--- src/rtl/col_gen_pkg.sv ---
package col_gen_pkg;

  typedef struct packed {
    logic       ilv;
    logic [2:0] len;
  } burst_mode_t;

  localparam logic [2:0] LEN_FULL = 3'd7;

  // Mask of the column bits that step within one burst; wide enough for 16-bit columns.
  function automatic logic [15:0] beat_mask(input logic [2:0] code);
    case (code)
      3'd1:    beat_mask = 16'h0001;
      3'd2:    beat_mask = 16'h0003;
      3'd3:    beat_mask = 16'h0007;
      3'd7:    beat_mask = 16'hFFFF;
      default: beat_mask = 16'h0000;
    endcase
  endfunction

  function automatic logic is_full(input logic [2:0] code);
    is_full = (code == LEN_FULL);
  endfunction

endpackage

--- src/rtl/col_mode_reg.sv ---
module col_mode_reg
  import col_gen_pkg::*;
(
  input  logic        clk,
  input  logic        rst,
  input  logic        we,
  input  burst_mode_t wdata,
  output burst_mode_t mode
);
  always_ff @(posedge clk) begin
    if (rst)     mode <= '0;
    else if (we) mode <= wdata;
  end
endmodule

--- src/rtl/col_addr_form.sv ---
module col_addr_form
  import col_gen_pkg::*;
#(
  parameter int COL_W = 8
) (
  input  logic [COL_W-1:0] base,
  input  logic [COL_W-1:0] idx,
  input  burst_mode_t      mode,
  output logic [COL_W-1:0] col
);
  logic [15:0]      mask_w;
  logic [COL_W-1:0] mask;
  logic [COL_W-1:0] low;

  assign mask_w = beat_mask(mode.len);
  assign mask   = mask_w[COL_W-1:0];

  always_comb begin
    if (mode.ilv && !is_full(mode.len)) low = base ^ idx;
    else                                low = base + idx;
    col = (base & ~mask) | (low & mask);
  end
endmodule

--- src/rtl/col_beat_ctl.sv ---
module col_beat_ctl
  import col_gen_pkg::*;
#(
  parameter int COL_W = 8
) (
  input  logic             clk,
  input  logic             rst,
  input  logic             start,
  input  logic [COL_W-1:0] start_col,
  input  logic             stop_req,
  input  burst_mode_t      mode_prog,
  input  logic [COL_W-1:0] next_col,
  output logic [COL_W-1:0] base_q,
  output logic [COL_W-1:0] idx_next,
  output burst_mode_t      mode_q,
  output logic [COL_W-1:0] col_q,
  output logic             valid_q,
  output logic             last_q,
  output logic             err_q
);
  logic [COL_W-1:0] idx_q;
  logic [15:0]      mq_w, mp_w;
  logic [COL_W-1:0] mask_q, mask_p;
  logic             full_q;

  assign mq_w     = beat_mask(mode_q.len);
  assign mp_w     = beat_mask(mode_prog.len);
  assign mask_q   = mq_w[COL_W-1:0];
  assign mask_p   = mp_w[COL_W-1:0];
  assign full_q   = is_full(mode_q.len);
  assign idx_next = idx_q + 1'b1;

  always_ff @(posedge clk) begin
    if (rst) begin
      base_q  <= '0;
      idx_q   <= '0;
      mode_q  <= '0;
      col_q   <= '0;
      valid_q <= 1'b0;
      last_q  <= 1'b0;
      err_q   <= 1'b0;
    end else begin
      err_q <= stop_req && !is_full(mode_prog.len);
      if (start) begin
        base_q  <= start_col;
        idx_q   <= '0;
        mode_q  <= mode_prog;
        col_q   <= start_col;
        valid_q <= 1'b1;
        last_q  <= !is_full(mode_prog.len) && (mask_p == '0);
      end else if (valid_q) begin
        if (full_q) begin
          if (stop_req) valid_q <= 1'b0;
          else begin
            idx_q <= idx_next;
            col_q <= next_col;
          end
        end else if (last_q) begin
          valid_q <= 1'b0;
          last_q  <= 1'b0;
        end else begin
          idx_q  <= idx_next;
          col_q  <= next_col;
          last_q <= (idx_next == mask_q);
        end
      end
    end
  end

  p_start_loads_r2: assert property (@(posedge clk) disable iff (rst)
    start |=> valid_q && col_q == $past(start_col));
  p_last_in_burst_r6: assert property (@(posedge clk) disable iff (rst)
    last_q |-> valid_q && !full_q);
  p_drain_r11: assert property (@(posedge clk) disable iff (rst)
    valid_q && last_q && !start |=> !valid_q);
  p_full_step_r7: assert property (@(posedge clk) disable iff (rst)
    valid_q && full_q && !start && !stop_req |=> valid_q && col_q == COL_W'($past(col_q) + 1'b1));
  p_stop_ends_r9: assert property (@(posedge clk) disable iff (rst)
    valid_q && full_q && stop_req && !start |=> !valid_q);
  p_upper_hold_r4: assert property (@(posedge clk) disable iff (rst)
    valid_q && !full_q && !last_q && !start |=> (col_q | mask_q) == ($past(col_q) | mask_q));
endmodule

--- src/rtl/burst_col_gen.sv ---
module burst_col_gen
  import col_gen_pkg::*;
#(
  parameter int COL_W = 8
) (
  input  logic             clk,
  input  logic             rst,
  input  logic             mode_we,
  input  logic [3:0]       mode_word,
  input  logic             cmd_start,
  input  logic [COL_W-1:0] start_col,
  input  logic             stop_req,
  output logic [COL_W-1:0] col_out,
  output logic             col_valid,
  output logic             col_last,
  output logic             stop_err
);
  burst_mode_t      mode_prog, mode_q, wdata;
  logic [COL_W-1:0] base_q, idx_next, next_col;

  assign wdata = '{ilv: mode_word[3], len: mode_word[2:0]};

  col_mode_reg u_mode (
    .clk(clk), .rst(rst), .we(mode_we), .wdata(wdata), .mode(mode_prog)
  );

  col_addr_form #(.COL_W(COL_W)) u_form (
    .base(base_q), .idx(idx_next), .mode(mode_q), .col(next_col)
  );

  col_beat_ctl #(.COL_W(COL_W)) u_ctl (
    .clk(clk), .rst(rst), .start(cmd_start), .start_col(start_col),
    .stop_req(stop_req), .mode_prog(mode_prog), .next_col(next_col),
    .base_q(base_q), .idx_next(idx_next), .mode_q(mode_q),
    .col_q(col_out), .valid_q(col_valid), .last_q(col_last), .err_q(stop_err)
  );

  p_err_pulse_r9: assert property (@(posedge clk) disable iff (rst)
    stop_err && !stop_req |=> !stop_err);
endmodule

--- config.mk ---
export PLATFORM = sky130hd
export DESIGN_NAME = burst_col_gen
export DESIGN_NICKNAME = d
export VERILOG_FILES = /design/src/rtl/col_gen_pkg.sv /design/src/rtl/col_mode_reg.sv /design/src/rtl/col_addr_form.sv /design/src/rtl/col_beat_ctl.sv /design/src/rtl/burst_col_gen.sv
export SDC_FILE = /design/constraint.sdc
export NUM_CORES = 1
export LEC_CHECK = 0
export BUFFER_PORTS_ARGS = -buffer_cell sky130_fd_sc_hd__buf_2
export CAP_MARGIN = 20
export CORE_MARGIN = 2
export CORE_UTILIZATION = 50
export CTS_BUF_LIST = sky130_fd_sc_hd__clkbuf_4 sky130_fd_sc_hd__clkbuf_8
export DETAILED_ROUTE_END_ITERATION = 10
export PLACE_DENSITY = 0.81
export SLEW_MARGIN = 15
export SYNTH_ARGS = -nofsm -noshare
export SYNTH_HDL_FRONTEND = slang
export SYNTH_HIERARCHICAL = 1
export SYNTH_SLANG_ARGS = --single-unit
--- constraint.sdc ---
create_clock -name clk -period 3.65 [get_ports clk]
set_clock_uncertainty 0.1 [all_clocks]
set_input_delay 0.365 -clock clk [delete_from_list [all_inputs] [get_ports clk]]
set_output_delay 0.365 -clock clk [all_outputs]
set_load 0.01 [all_outputs]
==> results of run 1 <==
synth_stat cells, drive strengths merged, types with 2 or more instances:
cell | number | area [um2]
a21boi | 3 | 22.5
clkbuf | 4 | 16.3
o21ai | 15 | 78.8
nand2b | 4 | 25.0
nand3 | 7 | 35.0
buf | 9 | 53.8
nor2b | 3 | 18.8
nand4 | 2 | 12.5
and3 | 2 | 12.5
nor3b | 4 | 30.0
or4 | 4 | 30.0
nor2 | 30 | 113
xnor2 | 5 | 43.8
a311oi | 8 | 88.8
xor2 | 6 | 52.6
or3 | 5 | 31.3
mux2i | 16 | 160
a21o | 2 | 16.3
a31oi | 3 | 18.8
nor3 | 2 | 10.0
nand2 | 32 | 120
mux2 | 2 | 22.5
o211ai | 3 | 22.5
a21oi | 11 | 55.1
dfxtp | 35 | 701
a211oi | 4 | 35.0
inv | 8 | 30.0
ha | 8 | 100
o31ai | 4 | 30.0
sequential cells by signal (all words and copies together) (netlist names):
name and count:
u_ctl/col_q 8, u_ctl/last_q 1, u_ctl/valid_q 1, u_ctl/err_q 1
u_mode/mode 4, u_ctl/idx_q 8, u_ctl/base_q 8, u_ctl/mode_q 4
placed cells by master (no fill, tap or decap), types with 2 or more instances in the layout:
cell      synthesis  final
o21ai_0          12     12
buf_4             2      3
mux2_2            2      2
a311oi_2          3      3
a31oi_1           3      3
or3_1             5      5
clkbuf_8          0      6
nor3b_1           4      4
and3_1            2      2
a21boi_0          2      2
a21oi_1          11     11
mux2i_1          16     16
nand3_1           7      7
nor3_1            2      2
nor2b_1           3      3
nor2_1           30     30
buf_2             4     27
dfxtp_1          35     35
nand2_1          32     32
o31ai_1           4      4
nand4_1           2      2
ha_1              8      8
a311oi_1          5      5
inv_1             8      8
o211ai_1          3      3
o21ai_1           2      2
a211oi_1          3      3
nand2b_1          4      4
xnor2_1           5      5
or4_1             4      4
xor2_1            6      6
report_power, final:
group          internal [mW]  switching [mW]  total (mW)
clock network          0.221           0.146       0.367
registers              0.401          0.0185       0.419
logic                 0.0507          0.0679       0.119
total                  0.672           0.233       0.905
layout make-up:
cell class / instances / area, um2
fill: 351 / 1670
clock buffer: 6 / 82.6
tap: 50 / 62.6
inverter: 9 / 33.8
sequential: 35 / 701
multi-input combinational: 199 / 1320
clock inverter: 2 / 35.0
timing repair buffer: 30 / 158
cells by family after synthesis:
family	Yosys count
mux	18
fa+ha+maj	10
buf+inv	22
simple gates	102
compound gates	58
flops	35
xor+xnor	11
per-layer routing:
| metal | vias up | wire length [um] |
|---|---|---|
| li1 | 967 | - |
| met1 | 925 | 2360 |
| met2 | 69 | 2320 |
| met3 | 13 | 269 |
| met4 | 0 | 138 |
| met5 | - | 0 |
final timing paths:
path / to / slack [ns] / from / cells after the start
hold / removal: u_ctl/err_q$_SDFF_PP0_ / 0.21 / stop_req / 2
hold reg to reg: u_ctl/col_q[6]$_SDFFE_PP0P_ / 0.38 / u_ctl/col_q[6]$_SDFFE_PP0P_ / 2
setup / recovery: u_ctl/col_q[7]$_SDFFE_PP0P_ / 0.57 / u_ctl/idx_q[0]$_SDFFE_PP0P_ / 11
setup reg to reg: u_ctl/col_q[7]$_SDFFE_PP0P_ / 0.57 / u_ctl/idx_q[0]$_SDFFE_PP0P_ / 11
critical path, cell delays in order (launching register included):
cell and delay, ns:
dfxtp_1 0.51, ha_1 0.27, nand3_1 0.22, xnor2_1 0.25, ha_1 0.31, nand2_1 0.12
o21ai_0 0.11, or4_1 0.48, and3_1 0.19, xnor2_1 0.13, nand2_1 0.06, a311oi_1 0.25
per-stage QoR:
| stage | instances | area [um2] |
|---|---|---|
| 6_report | 331 | 2390 |
| 5_1_grt | 331 | 2390 |
| 4_1_cts | 331 | 2390 |
| 3_5_place_dp | 323 | 2270 |
| 3_3_place_gp | 323 | 2270 |
| 2_1_floorplan | 256 | 2120 |
==> impl_metrics.py, run 1 <==
metrics = {
    "cells_and_area": {
        "drive_above_1_share": 0.167,
        "final_util": 0.590,
        "area_growth_pct": 12.6,
        "antenna_cells": 0,
        "nNetsFinal": 306,
    },
    "sta": {
        "fin_tns_setup_ns": 0,
        "fin_ws_ns": 0.565,
        "rsz0062_at_grt": "no",
        "worst_pin_slew_ns": 0.786,
        "layout_min_cycle_time_ns": 3.08,
        "hold_ws_ns": 0.207,
        "hold_viol_final": 0,
        "relSlewSlack": 0.476,
        "period_share": 0.845,
        "slew_viol_final": 0,
        "setup_viol": 0,
        "timing.fmax_mhz": 324,
    },
    "clock_network": {
        "ctsHoldBuffers": 0,
        "ctsResizeCount": 0,
        "insertion_delay_ns": 0.29,
        "cts_max_path_buffers": 2,
        "clk_pin_slew_ns": 0.07,
        "cts_made_buffers": 5,
        "h-tree-depth": 2,
        "cts-root-buf": "clkbuf_8",
        "clock_sinks": 35,
        "cts_tree": "built",
        "post_cts_buffers": 0,
    },
    "synthesis": {
        "synthCells": 256,
        "yosys.area_share.simple": 0.236,
        "syn_nets": 282,
        "ys_seq_area_frac": 0.330,
        "synth-adder-area-share": 0.0612,
        "synth_area_mm2": 0.00212,
        "ys_types": 54,
        "synth.ff_latch_count": 35,
        "synthMuxAreaShare": 0.0860,
        "async_flop_share": 0,
        "synth_edf_count": 0,
        "dominantRegCellSynth": "dfxtp_1",
        "synth_top_family_by_area": "simple AND/OR/NAND/NOR gates",
        "synth_compound_area_frac": 0.193,
        "avgSynthCellArea_um2": 8.30,
        "yosys_warnings": 6,
        "synth-xor-area-share": 0.0453,
    },
    "grt": {
        "grt-busiest-layer": "met2",
        "gr-usage-met2": 0.334,
        "grt_overflow": 0,
        "use_met3": 0.0436,
        "grt_use_total": 0.224,
        "grt_use_met1": 0.304,
        "grt_start_max_net_pins": 28,
        "antenna_found_initial": 0,
        "grt_pass1_wl_um": 8760,
        "grt_pass1_vias": 1910,
    },
    "floorplan": {
        "die_width_um": 69.2,
        "fp.coreArea_mm2": 0.00406,
        "initial_utilization": 0.524,
        "num_io_pins": 28,
        "core.rowCount": 23,
        "die_h_um": 69.2,
        "dieArea_mm2": 0.00479,
    },
    "critical_path": {
        "worstPathMaxFanout": 9,
        "crit_path_start_kind": "register",
        "worstPathRequired_ns": 3.76,
        "path_class": "register to register",
        "critical_path_arrival_ns": 3.19,
        "endpoint_kind": "register",
    },
    "placed_design": {
        "place_congestion": 0.941,
        "dp_slack_ns": 0.627,
        "portBuffers": 27,
        "hpwl_um": 3530,
    },
    "routing": {
        "drt-total-wl_um": 5100,
        "drc": 0,
        "ant_nets": 0,
        "avgViaCountPerCell": 5.96,
        "drtIter0Drc": 175,
        "firstDrtPassIters": 6,
        "vias": 1974,
        "wl_per_cell_um": 15.4,
    },
    "min_path": {
        "hold_class": "input port to register",
    },
    "power_and_ir_drop": {
        "p_total_mw": 0.905,
        "ir_worst_vdd_uv": 188,
        "powerDensity_mw_per_mm2": 378,
        "leakagePower_nw": 0.974,
    },
    "run": {
        "drv_cap": 0,
    },
    "status": {
        "outcome": "finished, final reports clean",
    },
}
(Power assumes the default switching activity.)
==> inputs of run 2 (changes only) <==
- clock period: 3.65 -> 3.1 ns (I/O delays scaled with it)
==> run 2 against run 1 <==
Critical endpoint unchanged. Wire length shrank 0.37%. Worst hold slack worse by 0.047 ns. Global-route usage shrank 1.1 points. Sequential share of layout area rose by 0.18 points. First-iteration DRC count grew 15%. Largest cell class unchanged. Worst setup slack lost 0.39 ns. Design area is 0.63% higher. Combinational power grew 16%. Register-to-register slack got worse by 0.39 ns. Sequential cell count is the same. Critical path depth did not move. Largest power group unchanged.
==> impl_metrics.py, run 2 (same netlist as run 1, synthesis figures left out) <==
metrics = {
    "cells_and_area": {
        "area_growth_pct": 13.3,
        "stdcell_area_mm2": 0.00241,
        "layout_common_cells": "nand2_1, dfxtp_1, nor2_1",
        "final.fill_count": 345,
        "nNetsFinal": 306,
        "ff_latch_area_um2": 709,
        "drive_above_1_share": 0.189,
        "reg_top3": "u_ctl/base_q: 8 flops, u_ctl/col_q: 8 flops, u_ctl/idx_q: 8 flops",
        "antenna_cells": 0,
        "multiInputGateArea_mm2": 0.00134,
    },
    "sta": {
        "relSlewSlack": 0.466,
        "period_share": 0.945,
        "rsz0062_at_grt": "no",
        "timing.fmax_mhz": 341,
        "layout_min_cycle_time_ns": 2.93,
        "worst_pin_slew_ns": 0.801,
        "hold_viol_final": 0,
        "fin_tns_setup_ns": 0,
        "setup_viol": 0,
        "slew_viol_final": 0,
    },
    "routing": {
        "firstDrtPassIters": 4,
        "avgViaCountPerCell": 5.87,
        "wl_per_cell_um": 15.3,
        "ant_nets": 0,
        "drc": 0,
        "vias": 1943,
        "drt-total-wl_um": 5080,
        "drtIter0Drc": 202,
    },
    "critical_path": {
        "worstPathMaxFanout": 7,
        "cp_slowest_stage_delay_ns": 0.47,
        "worstPathRequired_ns": 3.20,
        "path_buf_inv": 0,
        "crit_path_start_kind": "register",
        "slowest_stage": "or4_1",
        "endpoint_kind": "register",
        "cp_top_family": "simple AND/OR/NAND/NOR gates",
        "crit_chain": "nand4_1 > or3_1 > nand2_1 > ha_1 > a21oi_1 > o21ai_0 > or4_1 > and3_1 > xnor2_1 > nand2_1 > a311oi_1",
        "r2r_slack_ns": 0.17,
        "critical_path_arrival_ns": 3.03,
        "path_class": "register to register",
        "crit_path_frequent_cell": "nand2_1",
    },
    "clock_network": {
        "ctsResizeCount": 0,
        "insertion_delay_ns": 0.29,
        "cts_max_path_buffers": 2,
        "cts-root-buf": "clkbuf_8",
        "h-tree-depth": 2,
        "cts_tree": "built",
        "clock_sinks": 35,
        "ctsHoldBuffers": 0,
        "post_cts_buffers": 0,
        "cts_made_buffers": 5,
        "clk_pin_slew_ns": 0.07,
    },
    "status": {
        "outcome": "finished, final reports clean",
    },
    "power_and_ir_drop": {
        "leakagePower_nw": 0.979,
        "p_sw_frac": 0.262,
        "p_seq_frac": 0.490,
        "ir_worst_vdd_uv": 224,
        "p_clk_frac": 0.373,
        "internal_power_mw": 0.741,
        "p_switching_mw": 0.263,
        "powerDensity_mw_per_mm2": 417,
        "p_comb_frac": 0.137,
    },
    "floorplan": {
        "dieArea_mm2": 0.00479,
        "core.rowCount": 23,
        "num_io_pins": 28,
        "die_h_um": 69.2,
        "initial_utilization": 0.524,
        "fp.coreArea_mm2": 0.00406,
        "die_width_um": 69.2,
    },
    "grt": {
        "grt_pass1_vias": 1768,
        "grt_start_max_net_pins": 28,
        "antenna_found_initial": 0,
        "grt_use_total": 0.213,
        "grt_pass1_wl_um": 8260,
        "grt_overflow": 0,
    },
    "placed_design": {
        "portBuffers": 27,
        "place_congestion": 0.909,
        "place_area_mm2": 0.00227,
        "hpwl_um": 3440,
    },
    "run": {
        "drv_cap": 0,
    },
    "min_path": {
        "hold_class": "input port to register",
    },
}
-- run 2: final timing paths --
check	startpoint	end	depth (start not counted)
max	u_ctl/idx_q[3]$_SDFFE_PP0P_	u_ctl/col_q[7]$_SDFFE_PP0P_	11
max reg2reg	u_ctl/idx_q[3]$_SDFFE_PP0P_	u_ctl/col_q[7]$_SDFFE_PP0P_	11
min reg2reg	u_ctl/col_q[6]$_SDFFE_PP0P_	u_ctl/col_q[6]$_SDFFE_PP0P_	2
min	stop_req	u_ctl/err_q$_SDFF_PP0_	2
-- run 2: through the flow --
stage | utilization | total power [mW] | hold slack [ns] | setup WS [ns] | std cells
6_report | 0.593 | 1.00 | 0.160 | 0.171 | 331
5_1_grt | 0.593 | 1.05 | 0.157 | 0.00111 | 331
4_1_cts | 0.586 | 1.01 | 0.151 | 0.0842 | 331
3_5_place_dp | 0.561 | 0.639 | 0.368 | 0.113 | 323
3_3_place_gp | 0.561 | 0.635 | 0.366 | 0.219 | 323
2_1_floorplan | - | 0.596 | 0.282 | 0.376 | 256
-- run 2: worst reg2reg max path: cells and delay by family, from the launching register on --
family	cells	cell delay [ns]
AND/OR/NAND/NOR	6	1.38
adder cells (fa/ha/maj)	1	0.28
flip-flops	1	0.38
AO/OA/AOI/OAI	3	0.56
XOR/XNOR	1	0.12
-- run 2: power by group through the flow --
stage | clock network [mW] | registers [mW] | logic (mW)
after detailed placement | 0 | 0.503 | 0.136
after global routing | 0.399 | 0.496 | 0.152
after floorplan | 0 | 0.502 | 0.0941
after global placement | 0 | 0.502 | 0.133
final | 0.374 | 0.492 | 0.138
after CTS | 0.383 | 0.493 | 0.136
-- run 2: cell type report --
type	instances	share of cell area
multi-input cells	199	0.557
flip-flops and latches	35	0.295
repair buffers	30	0.0655
clock buffers	8	0.0431
well taps	50	0.0260
inverters	9	0.0140
-- run 2: layer usage --
layer | share of wire | vias to the layer above | track usage
met4 | 0.026 | 0 | 0.105
met5 | 0 | - | 0
li1 | - | 977 | -
met1 | 0.45 | 893 | 0.285
met2 | 0.48 | 59 | 0.330
met3 | 0.043 | 14 | 0.0363
